### src/rtl/wdog_pkg.sv
package wdog_pkg;
  localparam int unsigned DIV_STAGES = 8;
  localparam int unsigned RATIO_W    = 3;
  localparam int unsigned CFG_W      = 8;
  localparam int unsigned PRE_STAGES = (1 << RATIO_W) - 1;

  typedef enum logic [1:0] {
    REQ_NONE = 2'b00,
    REQ_COLD = 2'b01,
    REQ_WARM = 2'b10
  } req_kind_e;
endpackage

### src/rtl/wdog_cfg_reg.sv
module wdog_cfg_reg #(
  parameter int unsigned CFG_W   = 8,
  parameter int unsigned RATIO_W = 3,
  parameter logic [CFG_W-1:0] RST_VAL = 8'h07
) (
  input  logic               clk,
  input  logic               rst_n,
  input  logic               we,
  input  logic [CFG_W-1:0]   wdata,
  output logic [CFG_W-1:0]   rdata,
  output logic [RATIO_W-1:0] ratio
);
  logic [CFG_W-1:0] cfg_q;

  always_ff @(posedge clk or negedge rst_n) begin
    if (!rst_n)  cfg_q <= RST_VAL;
    else if (we) cfg_q <= wdata;
  end

  assign rdata = cfg_q;
  assign ratio = cfg_q[RATIO_W-1:0];
endmodule

### src/rtl/wdog_clear_ctrl.sv
module wdog_clear_ctrl (
  input  logic clk,
  input  logic rst_n,
  input  logic pair_mode,
  input  logic clr_one,
  input  logic clr_first,
  input  logic clr_second,
  output logic clr_go
);
  logic seen_first_q, seen_second_q;
  logic have_first, have_second, pair_done;

  assign have_first  = seen_first_q  | clr_first;
  assign have_second = seen_second_q | clr_second;
  assign pair_done   = pair_mode & have_first & have_second;
  assign clr_go      = pair_mode ? pair_done : clr_one;

  always_ff @(posedge clk or negedge rst_n) begin
    if (!rst_n) begin
      seen_first_q  <= 1'b0;
      seen_second_q <= 1'b0;
    end else if (!pair_mode || pair_done) begin
      seen_first_q  <= 1'b0;
      seen_second_q <= 1'b0;
    end else begin
      seen_first_q  <= have_first;
      seen_second_q <= have_second;
    end
  end
endmodule

### src/rtl/wdog_counter.sv
module wdog_counter #(
  parameter int unsigned DIV_STAGES = 8,
  parameter int unsigned RATIO_W    = 3
) (
  input  logic               clk,
  input  logic               rst_n,
  input  logic               tick,
  input  logic               clr,
  input  logic [RATIO_W-1:0] ratio,
  output logic               timeout
);
  localparam int unsigned PRE_STAGES = (1 << RATIO_W) - 1;

  logic [DIV_STAGES-1:0] div_q;
  logic [PRE_STAGES-1:0] pre_q;
  logic [PRE_STAGES-1:0] pre_mask;
  logic div_carry, pre_full;

  // The mask covers the prescaler bits that must all be one at overflow.
  for (genvar g = 0; g < PRE_STAGES; g++) begin : g_mask
    assign pre_mask[g] = (ratio > RATIO_W'(g));
  end

  assign div_carry = tick & (&div_q);
  assign pre_full  = ((pre_q & pre_mask) == pre_mask);
  assign timeout   = div_carry & pre_full & ~clr;

  always_ff @(posedge clk or negedge rst_n) begin
    if (!rst_n) begin
      div_q <= '0;
      pre_q <= '0;
    end else if (clr) begin
      div_q <= '0;
      pre_q <= '0;
    end else if (tick) begin
      div_q <= div_q + 1'b1;
      if (div_carry) pre_q <= pre_full ? '0 : pre_q + 1'b1;
    end
  end
endmodule

### src/rtl/wdog_core.sv
module wdog_core
  import wdog_pkg::*;
(
  input  logic             clk,
  input  logic             rst_n,
  input  logic             src_sel,
  input  logic             osc_tick,
  input  logic             instr_tick,
  input  logic             halt,
  input  logic             cfg_we,
  input  logic [CFG_W-1:0] cfg_wdata,
  output logic [CFG_W-1:0] cfg_rdata,
  input  logic             pair_mode,
  input  logic             clr_one,
  input  logic             clr_first,
  input  logic             clr_second,
  output logic             cold_rst_req,
  output logic             warm_rst_req,
  output logic             to_flag
);
  logic [RATIO_W-1:0] ratio;
  logic halt_q, halt_rise, sw_clr, cnt_clr, tick, timeout;
  req_kind_e req_q;

  wdog_cfg_reg #(.CFG_W(CFG_W), .RATIO_W(RATIO_W), .RST_VAL(8'h07)) u_cfg (
    .clk(clk), .rst_n(rst_n), .we(cfg_we), .wdata(cfg_wdata),
    .rdata(cfg_rdata), .ratio(ratio)
  );

  wdog_clear_ctrl u_clr (
    .clk(clk), .rst_n(rst_n), .pair_mode(pair_mode), .clr_one(clr_one),
    .clr_first(clr_first), .clr_second(clr_second), .clr_go(sw_clr)
  );

  // The instruction clock stops in halt, so its tick is gated there.
  assign tick      = src_sel ? osc_tick : (instr_tick & ~halt);
  assign halt_rise = halt & ~halt_q;
  assign cnt_clr   = sw_clr | halt_rise;

  wdog_counter #(.DIV_STAGES(DIV_STAGES), .RATIO_W(RATIO_W)) u_cnt (
    .clk(clk), .rst_n(rst_n), .tick(tick), .clr(cnt_clr),
    .ratio(ratio), .timeout(timeout)
  );

  always_ff @(posedge clk or negedge rst_n) begin
    if (!rst_n) begin
      halt_q  <= 1'b0;
      req_q   <= REQ_NONE;
      to_flag <= 1'b0;
    end else begin
      halt_q <= halt;
      if (timeout) req_q <= halt ? REQ_WARM : REQ_COLD;
      else         req_q <= REQ_NONE;
      if (timeout)      to_flag <= 1'b1;
      else if (cnt_clr) to_flag <= 1'b0;
    end
  end

  assign cold_rst_req = (req_q == REQ_COLD);
  assign warm_rst_req = (req_q == REQ_WARM);
endmodule

### config.mk
export PLATFORM = sky130hd
export DESIGN_NAME = wdog_core
export DESIGN_NICKNAME = d
export VERILOG_FILES = /design/src/rtl/wdog_pkg.sv /design/src/rtl/wdog_cfg_reg.sv /design/src/rtl/wdog_clear_ctrl.sv /design/src/rtl/wdog_counter.sv /design/src/rtl/wdog_core.sv
export SDC_FILE = /design/constraint.sdc
export NUM_CORES = 1
export LEC_CHECK = 0
export BUFFER_PORTS_ARGS = -buffer_cell sky130_fd_sc_hd__buf_4
export CAP_MARGIN = 20
export CORE_UTILIZATION = 48
export CTS_CLUSTER_DIAMETER = 200
export DETAILED_ROUTE_END_ITERATION = 12
export MAX_ROUTING_LAYER = met4
export PLACE_DENSITY = 0.74
export SLEW_MARGIN = 25
export SYNTH_ARGS = -nofsm -noshare
export SYNTH_HDL_FRONTEND = slang
export SYNTH_SLANG_ARGS = --single-unit
### constraint.sdc
create_clock -name clk -period 1.4 [get_ports clk]
set_input_delay 0.14 -clock clk [delete_from_list [all_inputs] [get_ports clk]]
set_output_delay 0.14 -clock clk [all_outputs]
set_load 0.03 [all_outputs]
=== Word-level counts from Yosys, hierarchy flattened ===
Index checks and enable logic that the tools add are counted.

* $add $sub $neg: 2
* $lt $le $gt $ge: 7
* Eq/ne operators: 3
* Mux-type cells: 14
* Bitwise gates (word level): 14
* Reductions and logical operators: 7

{| class="wikitable"
|+ Operators by type and width
! operator !! number
|-
| $mux W7 || 4
|-
| $mux W8 || 2
|-
| $gt A3 B3 Y1 const B || 3
|-
| $add A8 B1 Y8 const B || 1
|-
| $reduce_and A8 Y1 || 1
|-
| $add A7 B1 Y7 const B || 1
|-
| $and A1 B1 Y1 || 7
|-
| $and A7 B7 Y7 || 1
|-
| $eq A7 B7 Y1 || 1
|-
| $gt A3 B1 Y1 const B || 2
|-
| $gt A3 B2 Y1 const B || 2
|-
| $mux W1 || 6
|-
| $reduce_bool A2 Y1 || 3
|-
| $mux W2 || 2
|-
| $not A1 Y1 || 3
|-
| $or A1 B1 Y1 || 3
|-
| $eq A2 B1 Y1 const B || 1
|-
| $eq A2 B2 Y1 const B || 1
|-
| $reduce_and A2 Y1 || 1
|-
| $logic_not A1 Y1 || 1
|-
| $logic_or A1 B1 Y1 || 1
|}

* Register bits: 29
* Input port bits: 19
* Output and inout port bits: 11
* Word-level logic and storage cells: 55

=== Logic depth before layout (Yosys ltp) ===
Gate-level depths: netlist (run 1).

* Depth after elaboration: 8
* Depth in mapped cells: 6
* Gate-level depth less buffers: 6

=== Modules after synthesis ===
Synthesis (run 1) repeated with hierarchy kept, for this count alone.

* Cells, all modules: 148
* Area total of the unflattened synthesis: 1590.3 um2

{| class="wikitable"
|+ By module, submodules not included
! module !! instances !! cells an instance !! area each (um2) !! seq. area each (um2)
|-
| wdog_counter || 1 || 105 || 972.2 || 375.4
|-
| wdog_cfg_reg || 1 || 20 || 357.8 || 203.9
|-
| wdog_core || 1 || 15 || 163.9 || 100.1
|-
| wdog_clear_ctrl || 1 || 8 || 96.3 || 50.0
|}

=== Worst setup path before layout (run 1) ===
OpenSTA, ideal clock, no wires.

* Path kind: register -> register
* Start: register u_cfg.cfg_q[1] (netlist: u_cfg.rdata[1])
* End: register u_cnt.pre_q[2]
* Library setup time: 0.086 ns
* Arrival: 1.507 ns
* Data required time: 1.314 ns
* Slack: -0.193 ns
* Stages on the path, launching flop included: 6
* Path buffers: 0
* Clock period less this slack: 1.593 ns
* Path through: dfstp_2 nor2_1 o21ba_2 a21oi_2 o2111ai_1 a31oi_1

* Longest elaborated chain between the ends: 7
* Elaborated cells on any way between the ends: 13
* Those cells by class: order compare: 7; eq/ne: 1; mux: 4; bitwise: 1

{| class="wikitable"
|+ RTL lines
! what !! RTL line !! RTL
|-
| start, declared || wdog_cfg_reg.sv:13 || <nowiki>logic [CFG_W-1:0] cfg_q;</nowiki>
|-
| start signal, assigned || wdog_cfg_reg.sv:17 || <nowiki>else if (we) cfg_q <= wdata;</nowiki>
|-
| $gt A3 B1 Y1 (tied with other cells) || wdog_counter.sv:21 || <nowiki>assign pre_mask[g] = (ratio > RATIO_W'(g));</nowiki>
|-
| $and A7 B7 Y7 || wdog_counter.sv:25 || <nowiki>assign pre_full = ((pre_q & pre_mask) == pre_mask);</nowiki>
|-
| $eq A7 B7 Y1 (*) || wdog_counter.sv:25 ||
|-
| $mux W7 (*) (2 in a row) || wdog_counter.sv:37 || <nowiki>if (div_carry) pre_q <= pre_full ? '0 : pre_q + 1'b1;</nowiki>
|-
| $mux W7 (*) || wdog_counter.sv:35 || <nowiki>end else if (tick) begin</nowiki>
|-
| $mux W7 (*) || wdog_counter.sv:32 || <nowiki>end else if (clr) begin</nowiki>
|-
| end signal, assigned || wdog_counter.sv:37 ||
|-
| end, declared || wdog_counter.sv:15 || <nowiki>logic [PRE_STAGES-1:0] pre_q;</nowiki>
|}

Every way passes the cells marked *; elsewhere a longest branch is shown, timed or not. The select of a mux whose other input is x is not followed.
A chain may end at the register's enable or synchronous reset.

=== Worst setup path after layout (run 1) ===
* Start: register u_cnt.pre_q[1]
* End: register req_q[0]

* Longest elaborated chain between the ends: 5

{| class="wikitable"
|+ RTL lines
! what !! RTL line !! RTL
|-
| $and A7 B7 Y7 || wdog_counter.sv:25 ||
|-
| $eq A7 B7 Y1 || wdog_counter.sv:25 ||
|-
| $and A1 B1 Y1 (2 in a row) || wdog_counter.sv:26 || <nowiki>assign timeout = div_carry & pre_full & ~clr;</nowiki>
|-
| $mux W2 || wdog_core.sv:52 || <nowiki>if (timeout) req_q <= halt ? REQ_WARM : REQ_COLD;</nowiki>
|-
| end signal, assigned || wdog_core.sv:52 ||
|-
| end, declared || wdog_core.sv:23 || <nowiki>req_kind_e req_q;</nowiki>
|}

No other way between the ends.

==> results.md, run 1 <==
* CP Data Required Time at 1.65 ns
* Final std cells w/o fill at approximately 240
* # fillers at between 200 and 250
* CTS root buf: clkbuf_4
* Met1 Resource Use GR at 0.277
* Detailed-route via count at 1365
* Pwr Total at 1730 uW
* Initial antenna violation count at 0
* Synth Net Count at around 170
* WL final at 3700 um
* FF+latch count, synth at 29
* Clock slew at reported path FFs at 0.10 ns
* Worst Hold Class: in2reg
* CTS Sinks at 29
* Nets at 231
* Core footprint at 2850 um2
* Gr usage total at 0.250
* Area leader, netlist: dfrtp_1
* I/O Pins at 30
* Via density per instance at 5.64
* Final Hold Vio Count at 0
* Total grt overflow at 0
* RSZ-0062 raised after global routing: true
* Ys Warns at 0
* Setup TNS at -0.815 ns
* Worst Skew at 0.0140 ns
* Period utilization at 1.10
* Setup WS pre-CTS at -0.120 ns
* Die W at 57.8 um
* Maximum clock frequency at 647 MHz
* Std-Cell Rows at 19
* Critical path launch point type: register
* Mapped Cells at 144
* Routability Congestion at 0.954
* Post-layout min period at 1.54 ns
* Post-detail-place hpwl at 2610 um
* Relative slew margins at 0.754
* Final setup margin at -0.145 ns
* Ys async rst share at 1.00
* Worst vdd ir at about 0.58 mV
* Routing usage on met2 at 0.440
* Synthesized area at ~1500 um2
* Outcome: finished, violations left
* CP Max Fanout at 10
* Initial core utilization at 0.524
* Failing checks: design-rule violations, negative setup slack
* Met3 usage at 0.0603
* Vias in the first global route at 1323
* Top cells by area, synth: dfrtp_1 (44%), mux2_2 (6.0%), dfstp_2 (5.3%)
* PwrDens at 806 nW/um2
* Max-slew violation count at 0
* Sequential share of the synthesized area at 0.488
* Number of CTS-inserted buffers at 5
* Latest clock arrival within the worst-skew pair at 0.33 ns
* First-pass detailed-route iteration total at 8
* WL/cell at roughly 15 um
* Die H at 57.8 um
* Initial DRC count at 37
* Die Area at ~3300 um2
* Post-Place Cells at between 200 and 250
* Antenna-violating nets left at 0
* Primary FF master, synth: dfrtp_1
* CTS Buffer Depth at 2
* H-tree depth at 2
* Worst EP arrival at 1.79 ns
* Post-synth EDFFs at 0
* Port Buffers at 29
* Endpoint class of the critical path: register
* Lkg Pwr at 0.000970 uW
* Area Overhead vs Synth at 43.8%
* Worst slew pin tran at between 0.3 and 0.4 ns
* Final setup violation count at 10
* Cell variety after synth at 41
* Fraction of layout cells with a size suffix above 1 at 0.488
* Syn_area_per_cell at 10.4 um2
* CTS tree: done
* Max-Cap Viols at 0
* Global route hottest layer: met2
* # diodes at 0
* Largest net degree at the start of global routing at 30
* First-pass GRT wire length at 6020 um
* Kind of critical path: reg2reg
* DRC at 1
* Post-synth top area share at 0.435
==> routing by layer <==
metal	up-vias	share of wire
met2	30	0.55
li1	656	-
met1	668	0.40
met4	0	0.021
met3	11	0.036
met5	-	0
==> sequential cells by signal, summed over array words and instances (netlist names) <==
name,count
req_q,2
halt_q,1
to_flag,1
u_clr.seen_second_q,1
u_clr.seen_first_q,1
u_cnt.pre_q,7
u_cfg.rdata,8
u_cnt.div_q,8
==> logic make-up (layout without fill, tap and decap cells) <==
family	after synthesis	in the layout	share of synthesized area
AND/OR/NAND/NOR	53	53	0.217
buffers and inverters	10	77	0.0276
AO/OA/AOI/OAI	37	37	0.162
flip-flops	29	29	0.488
XOR/XNOR	5	5	0.0293
multiplexers	8	8	0.0603
adder cells (fa/ha/maj)	2	2	0.0167
==> synth_stat cells, types with 2 or more instances <==
cell	n
nor3_1	3
nand2_1	8
o31ai_1	2
a211oi_1	2
nor2_1	14
dfrtp_1	26
nand3_1	2
o211ai_1	5
or2_1	2
a21oi_2	2
and3_1	2
ha_1	2
o21ai_0	7
nand4_1	3
o2111ai_1	2
clkbuf_1	2
inv_1	6
mux2_2	8
nand2b_1	2
dfstp_2	3
a21oi_1	10
nor2b_1	4
xor2_1	4
or3_1	3
nand4_2	2
nor4b_1	3
==> layout by cell type (no fill, tap or decap), types with 3 or more instances in the layout <==
cell type	netlist	final
buf_4	1	60
o21ai_1	1	3
dfstp_2	3	3
dfrtp_1	26	25
nor2_1	14	12
mux2_2	8	8
o211ai_1	5	5
or3_1	3	3
clkbuf_4	0	5
nor3_1	3	3
xor2_1	4	4
inv_1	6	6
nor2b_1	4	3
dlygate4sd3_1	0	3
nand2_1	8	8
o21ai_0	7	4
a21oi_1	10	9
nand4_1	3	3
==> power breakdown <==
| group | switching (uW) | internal, uW | total (uW) | leakage (uW) |
|---|---|---|---|---|
| Clock | 280 | 191 | 471 | 0.0000320 |
| Combinational | 192 | 169 | 361 | 0.000560 |
| Sequential | 24.3 | 878 | 902 | 0.000377 |
==> path summary, 6_finish.rpt <==
kind / from / endpoint / slack [ns] / depth (start not counted)
worst max register to register: u_cnt.pre_q[1] / req_q[0] / -0.14 / 5
worst max-delay path: u_cnt.pre_q[1] / req_q[0] / -0.14 / 5
worst min-delay path: cfg_wdata[5] / u_cfg.rdata[5] / 0.04 / 2
min in group asynchronous: rst_n / u_cnt.pre_q[2] / 0.25 / 2
max in group asynchronous: rst_n / u_cfg.rdata[0] / 0.82 / 2
worst min register to register: u_clr.seen_second_q / u_clr.seen_first_q / 0.45 / 1
==> through the flow <==
stage / hold WS [ns] / area [um2] / util
finish: 0.0406 / 2150 / 0.754
global route: 0.0264 / 2150 / 0.754
CTS: 0.0225 / 2080 / 0.728
detailed placement: 0.0781 / 1970 / 0.691
global placement: 0.0775 / 1970 / 0.691
floorplan: -0.156 / 1520 / -
==> worst max-delay path, stage by stage, from the launching register on <==
cell and delay (ns):
dfrtp_1 0.43, nand4_1 0.17, a21oi_2 0.21, a21oi_4 0.13, or2_4 0.27, nor4b_4 0.26
==> what timing repair did <==
item / CTS / global route
buffers inserted: 1 / 2
gates resized for setup: 3 / 16
endpoints found under the hold margin: 28 / 0
hold buffers: 3 / 0
pin swaps: 8 / 3
endpoints found under the setup margin: 10 / 16
==> cell type report <==
class | instances | area (um2) | share of cell area
Sequential cell | 29 | 731 | 0.340
Clock inverter | 2 | 10.0 | 0.00466
Timing Repair Buffer | 63 | 480 | 0.224
Clock buffer | 6 | 41.3 | 0.0192
Multi-Input combinational cell | 105 | 826 | 0.384
Tap cell | 31 | 38.8 | 0.0180
Inverter | 6 | 22.5 | 0.0105
Note: power is estimated with default switching activity, not from simulation.
==> run 2: changes to the inputs <==
- CORE_ASPECT_RATIO: unset -> 0.7
- CORE_UTILIZATION: 48 -> 45
- PLACE_DENSITY: 0.74 -> 0.7
- SKIP_CTS_REPAIR_TIMING: unset -> 1
==> results.md, run 2 (synthesis results as in run 1) <==
* Outcome: finished, violations left
* Failing checks: negative setup slack
* Initial antenna violation count at 0 (unchanged)
* Slowest stage cell, crit path: dfrtp_1
* First-pass detailed-route iteration total at 6 (-2)
* Most common cell after layout, fill and taps aside: buf_4
* Worst EP arrival at 1.73 ns (-0.06 ns)
* CTS Sinks at 29 (unchanged)
* H-tree depth at 2 (unchanged)
* Die H at 50.2 um (-13%)
* Worst flop-to-flop path startpoint: u_cnt.div_q[0]
* Initial core utilization at 0.475 (-0.0492)
* Die W at 70.9 um (+23%)
* Std-Cell Rows at 17 (-2)
* Antenna-violating nets left at 0 (unchanged)
* CP Max Fanout at 10 (unchanged)
* Hold Startpoint: clr_second
* RSZ-0062 raised after global routing: true
* Post-layout min period at 1.53 ns (-0.0159 ns)
* Latest clock arrival within the worst-skew pair at 0.27 ns (-0.06 ns)
* DRT met1 WL at 1510 um (+2.9%)
* PwrDens at 930 nW/um2 (+15%)
* R2R setup slack at -0.13 ns (+0.02 ns)
* R2r endpoint: u_cnt.pre_q[4]
* FF-to-FF path depth at 6 (+1)
* Worst Skew at 0.00555 ns (-0.00848 ns)
* Met2 WL at 1720 um (-15%)
* Period utilization at 1.09 (-0.0114)
* Max-slew violation count at 0 (unchanged)
* First-pass GRT wire length at 5630 um (-6.4%)
* Core footprint at 3150 um2 (+10%)
* Clock slew at reported path FFs at 0.06 ns (-0.04 ns)
* Vias in the first global route at 1280 (-3.3%)
* WL final at 3420 um (-7.7%)
* Die Area at 3560 um2 (+6.5%)
* DRC at 0 (-1)
* Kind of critical path: reg2reg
* CP peak stage delay at 0.35 ns (-0.08 ns)
* Initial DRC count at 91 (+150%)
* CTS Buffer Depth at 2 (unchanged)
* Fraction of layout cells with a size suffix above 1 at 0.444 (-0.0437)
* Final setup margin at -0.129 ns (+0.0159 ns)
* Max Used Layer: met4
* Worst vdd ir at 0.837 mV (+44%)
* # diodes at 0 (unchanged)
* WL/cell at 13.9 um (-8.8%)
* Maximum clock frequency at 654 MHz (+1.0%)
* I/O Pins at 30 (unchanged)
* Endpoint class of the critical path: register
* Worst slew pin tran at 0.459 ns (+0.0896 ns)
* Final std cells w/o fill at 245 (+1.2%)
* Total grt overflow at 0 (unchanged)
* Largest net degree at the start of global routing at 30 (unchanged)
* Critical Path, Cell by Cell: ha_1, nand2_1, nor4b_4, buf_4, o2111ai_1, a21oi_1
* Hold worst-path end: u_clr.seen_first_q
* Port Buffers at 29 (unchanged)
* Post-detail-place hpwl at 2610 um (about the same)
* Critical path launch point type: register
* CTS root buf: clkbuf_8
* Nets at 227 (-1.7%)
* Max-Cap Viols at 0 (unchanged)
* Most frequent cells in the layout: buf_4 (58), dfrtp_1 (26), nor2_1 (13)
* Gr usage total at 0.215 (-0.0355)
* Routability Congestion at 0.844 (-11%)
* Final Hold Vio Count at 0 (unchanged)
* Worst hold path stage count at 2 (unchanged)
* Worst Hold Class: in2reg
* Final setup violation count at 10 (unchanged)
* Area Overhead vs Synth at 42.1%
* Via density per instance at 5.49 (-2.7%)
* Met3 routed WL at 113 um (-16%)
* Post-Place Cells at 233 (+2.2%)
* Number of CTS-inserted buffers at 5 (unchanged)
* Setup WS pre-CTS at -0.138 ns (-0.0179 ns)
* Lkg Pwr at 0.000973 uW (+0.34%)
* Relative slew margins at 0.694 (-0.0597)
* CTS tree: done
* CP Data Required Time at 1.60 ns (-0.05 ns)
* Detailed-route via count at 1345 (-1.5%)
-- run 2: worst max-delay path by stage --
stage	endpoint	cells past startpoint	slack (ns)	startpoint
after floorplan	u_cnt.pre_q[2]	5	-0.09	u_cfg.rdata[1]
after detailed placement	u_cnt.pre_q[3]	5	-0.14	u_cfg.rdata[0]
final	u_cnt.pre_q[4]	6	-0.13	u_cnt.div_q[0]
after global placement	to_flag	5	-0.07	u_cnt.div_q[4]
after global routing	u_cnt.pre_q[4]	6	-0.22	u_cnt.div_q[0]
after CTS	u_cnt.pre_q[3]	5	-0.15	u_cfg.rdata[0]
-- run 2: cell type report --
cell class              instances  area (um2)
fillers                       250        1020
multi-input cells             105         778
flip-flops and latches         29         729
repair buffers                 59         445
clock buffers                   7        96.3
well taps                      38        47.5
inverters                       6        22.5
clock inverters                 1        5.00
-- run 2: through the flow --
stage | cell area (um2) | utilization | setup TNS [ns] | power (uW) | hold WS (ns)
detailed placement | 1960 | 0.624 | -0.896 | 1240 | 0.0816
CTS | 2070 | 0.656 | -0.903 | 1990 | -0.213
finish | 2120 | 0.675 | -0.924 | 1980 | 0.0266
floorplan | 1520 | - | -0.840 | 1090 | -0.156
global placement | 1960 | 0.624 | -0.283 | 1230 | 0.0772
global route | 2120 | 0.675 | -2.42 | 2080 | 0.0239
-- run 2: critical path, delay by kind of cell (launching register included) --
family | cells | cell delay (ns)
fa+ha+maj | 1 | 0.28
buf+inv | 1 | 0.19
compound gates | 2 | 0.29
simple gates | 2 | 0.34
flops | 1 | 0.35
-- run 2: power by group --
part	switching (uW)	internal [uW]	leakage, uW	total, uW
registers	26.1	880	0.000379	906
clock network	299	443	0.0000542	742
logic	177	152	0.000540	329
total	502	1470	0.000973	1980
-- run 2: layer usage --
metal  up-vias  track usage
met2        31        0.346
met5         -            -
met4         0       0.0933
li1        647            -
met1       659        0.259
met3         8       0.0542
==> run 3: changes to the inputs <==
- SETUP_SLACK_MARGIN: unset -> 0.05
==> results.md, run 3 (synthesis results as in run 1) <==
* Worst EP arrival at 1.73 ns (about the same)
* Largest net degree at the start of global routing at 30 (unchanged)
* CTS Sinks at 29 (unchanged)
* Vias in the first global route at 1309 (+2.3%)
* Max-slew violation count at 0 (unchanged)
* Die W at 70.9 um (unchanged)
* CTS Buffer Depth at 2 (unchanged)
* Initial DRC count at 96 (+5.5%)
* Design area at 2180 um2 (+2.6%)
* Detailed-route via count at 1370 (+1.9%)
* Clock slew at reported path FFs at 0.06 ns (about the same)
* Initial core utilization at 0.475 (unchanged)
* Port Buffers at 29 (unchanged)
* Final Hold Vio Count at 0 (unchanged)
* Via density per instance at 5.52 (+0.63%)
* Worst slew pin tran at 0.373 ns (-0.0857 ns)
* Latest clock arrival within the worst-skew pair at 0.28 ns (about the same)
* Fraction of layout cells with a size suffix above 1 at 0.481 (+0.0365)
* Antenna-violating nets left at 0 (unchanged)
* First-pass GRT wire length at 6130 um (+8.8%)
* WL/cell at 14.8 um (+6.0%)
* Total grt overflow at 0 (unchanged)
* Critical path launch point type: register
* Core footprint at 3150 um2 (unchanged)
* CP Data Required Time at 1.60 ns (about the same)
* Util after Layout at 0.693 (+0.0179)
* Routability Congestion at 0.815 (-3.5%)
* CP Max Fanout at 5 (-5)
* CTS root buf: clkbuf_8
* I/O Pins at 30 (unchanged)
* Final setup margin at -0.126 ns (+0.00266 ns)
* Final setup violation count at 10 (unchanged)
* Post-detail-place hpwl at 2580 um (-0.89%)
* First-pass detailed-route iteration total at 6 (unchanged)
* DRC at 0 (unchanged)
* Worst vdd ir at 0.654 mV (-22%)
* Dpl cell area at 2010 um2 (+2.2%)
* PwrDens at 889 nW/um2 (-4.4%)
* # diodes at 0 (unchanged)
* Lkg Pwr at 0.000991 uW (+1.8%)
* Die H at 50.2 um (unchanged)
* RSZ-0062 raised after global routing: true
* H-tree depth at 2 (unchanged)
* Area Overhead vs Synth at 45.9%
* Nets at 231 (+1.8%)
* Initial antenna violation count at 0 (unchanged)
* Worst Skew at 0.00790 ns (+0.00236 ns)
* Failing checks: negative setup slack
* Gr usage total at 0.239 (+0.0238)
* CTS tree: done
* Most common cell after layout, fill and taps aside: buf_4
* WL final at 3670 um (+7.3%)
* Max-Cap Viols at 0 (unchanged)
* Outcome: finished, violations left
* Kind of critical path: reg2reg
* Endpoint class of the critical path: register
* Most frequent cells in the layout: buf_4 (61), dfrtp_1 (26), nor2_1 (13)
* Hold slack at 0.0218 ns (-0.00471 ns)
* Maximum clock frequency at 655 MHz (+0.17%)
* Period utilization at 1.09 (-0.00190)
* Std-Cell Rows at 17 (unchanged)
* Post-layout min period at 1.53 ns (-0.00266 ns)
* Worst Hold Class: in2reg
* Die Area at 3560 um2 (unchanged)
* Relative slew margins at 0.751 (+0.0571)
* Number of CTS-inserted buffers at 5 (unchanged)
==> run 3: layer usage <==
layer  GRT usage  share of wire
met4      0.0867          0.013
met3      0.0743          0.037
met5           -              0
met1       0.308           0.45
met2       0.356           0.50
==> run 3: per-stage QoR <==
| stage | setup WS (ns) | TNS (ns) | cells | power [uW] |
|---|---|---|---|---|
| 6_report | -0.126 | -0.895 | 248 | 1940 |
| 5_1_grt | -0.200 | -1.71 | 248 | 2050 |
| 3_5_place_dp | -0.139 | -0.780 | 238 | 1260 |
| 4_1_cts | -0.161 | -0.920 | 245 | 1950 |
| 2_1_floorplan | -0.0888 | -0.794 | 144 | 1100 |
| 3_3_place_gp | -0.0488 | -0.260 | 238 | 1240 |
==> run 3: path summary, 6_finish.rpt <==
kind | from | to | slack [ns] | cells past startpoint
setup / recovery | u_cfg.rdata[1] | u_cnt.pre_q[6] | -0.13 | 5
hold / removal | clr_second | u_clr.seen_first_q | 0.02 | 2
setup reg to reg | u_cfg.rdata[1] | u_cnt.pre_q[6] | -0.13 | 5
hold reg to reg | u_clr.seen_first_q | u_clr.seen_second_q | 0.43 | 1
max in group asynchronous | rst_n | u_cfg.rdata[1] | 0.77 | 2
min in group asynchronous | rst_n | u_cnt.pre_q[3] | 0.32 | 2
==> run 3: power breakdown <==
part           switching [uW]  total, uW  internal [uW]
clock                     295        684            389
combinational             188        351            162
sequential               24.7        904            880
total                     508       1940           1430
==> run 3: final cells by class <==
type,count,area [um2]
Sequential cell,29,729
Timing Repair Buffer,63,479
Tap cell,38,47.5
Inverter,6,22.5
Multi-Input combinational cell,105,816
Clock buffer,7,86.3
Fill cell,243,967
==> run 3: worst max-delay path, cell delays in order, from the launching register on <==
cell and delay (ns):
dfstp_2 0.57, nor2_2 0.06, o21ba_4 0.22, a211oi_1 0.31
o31ai_2 0.11, a21oi_1 0.17
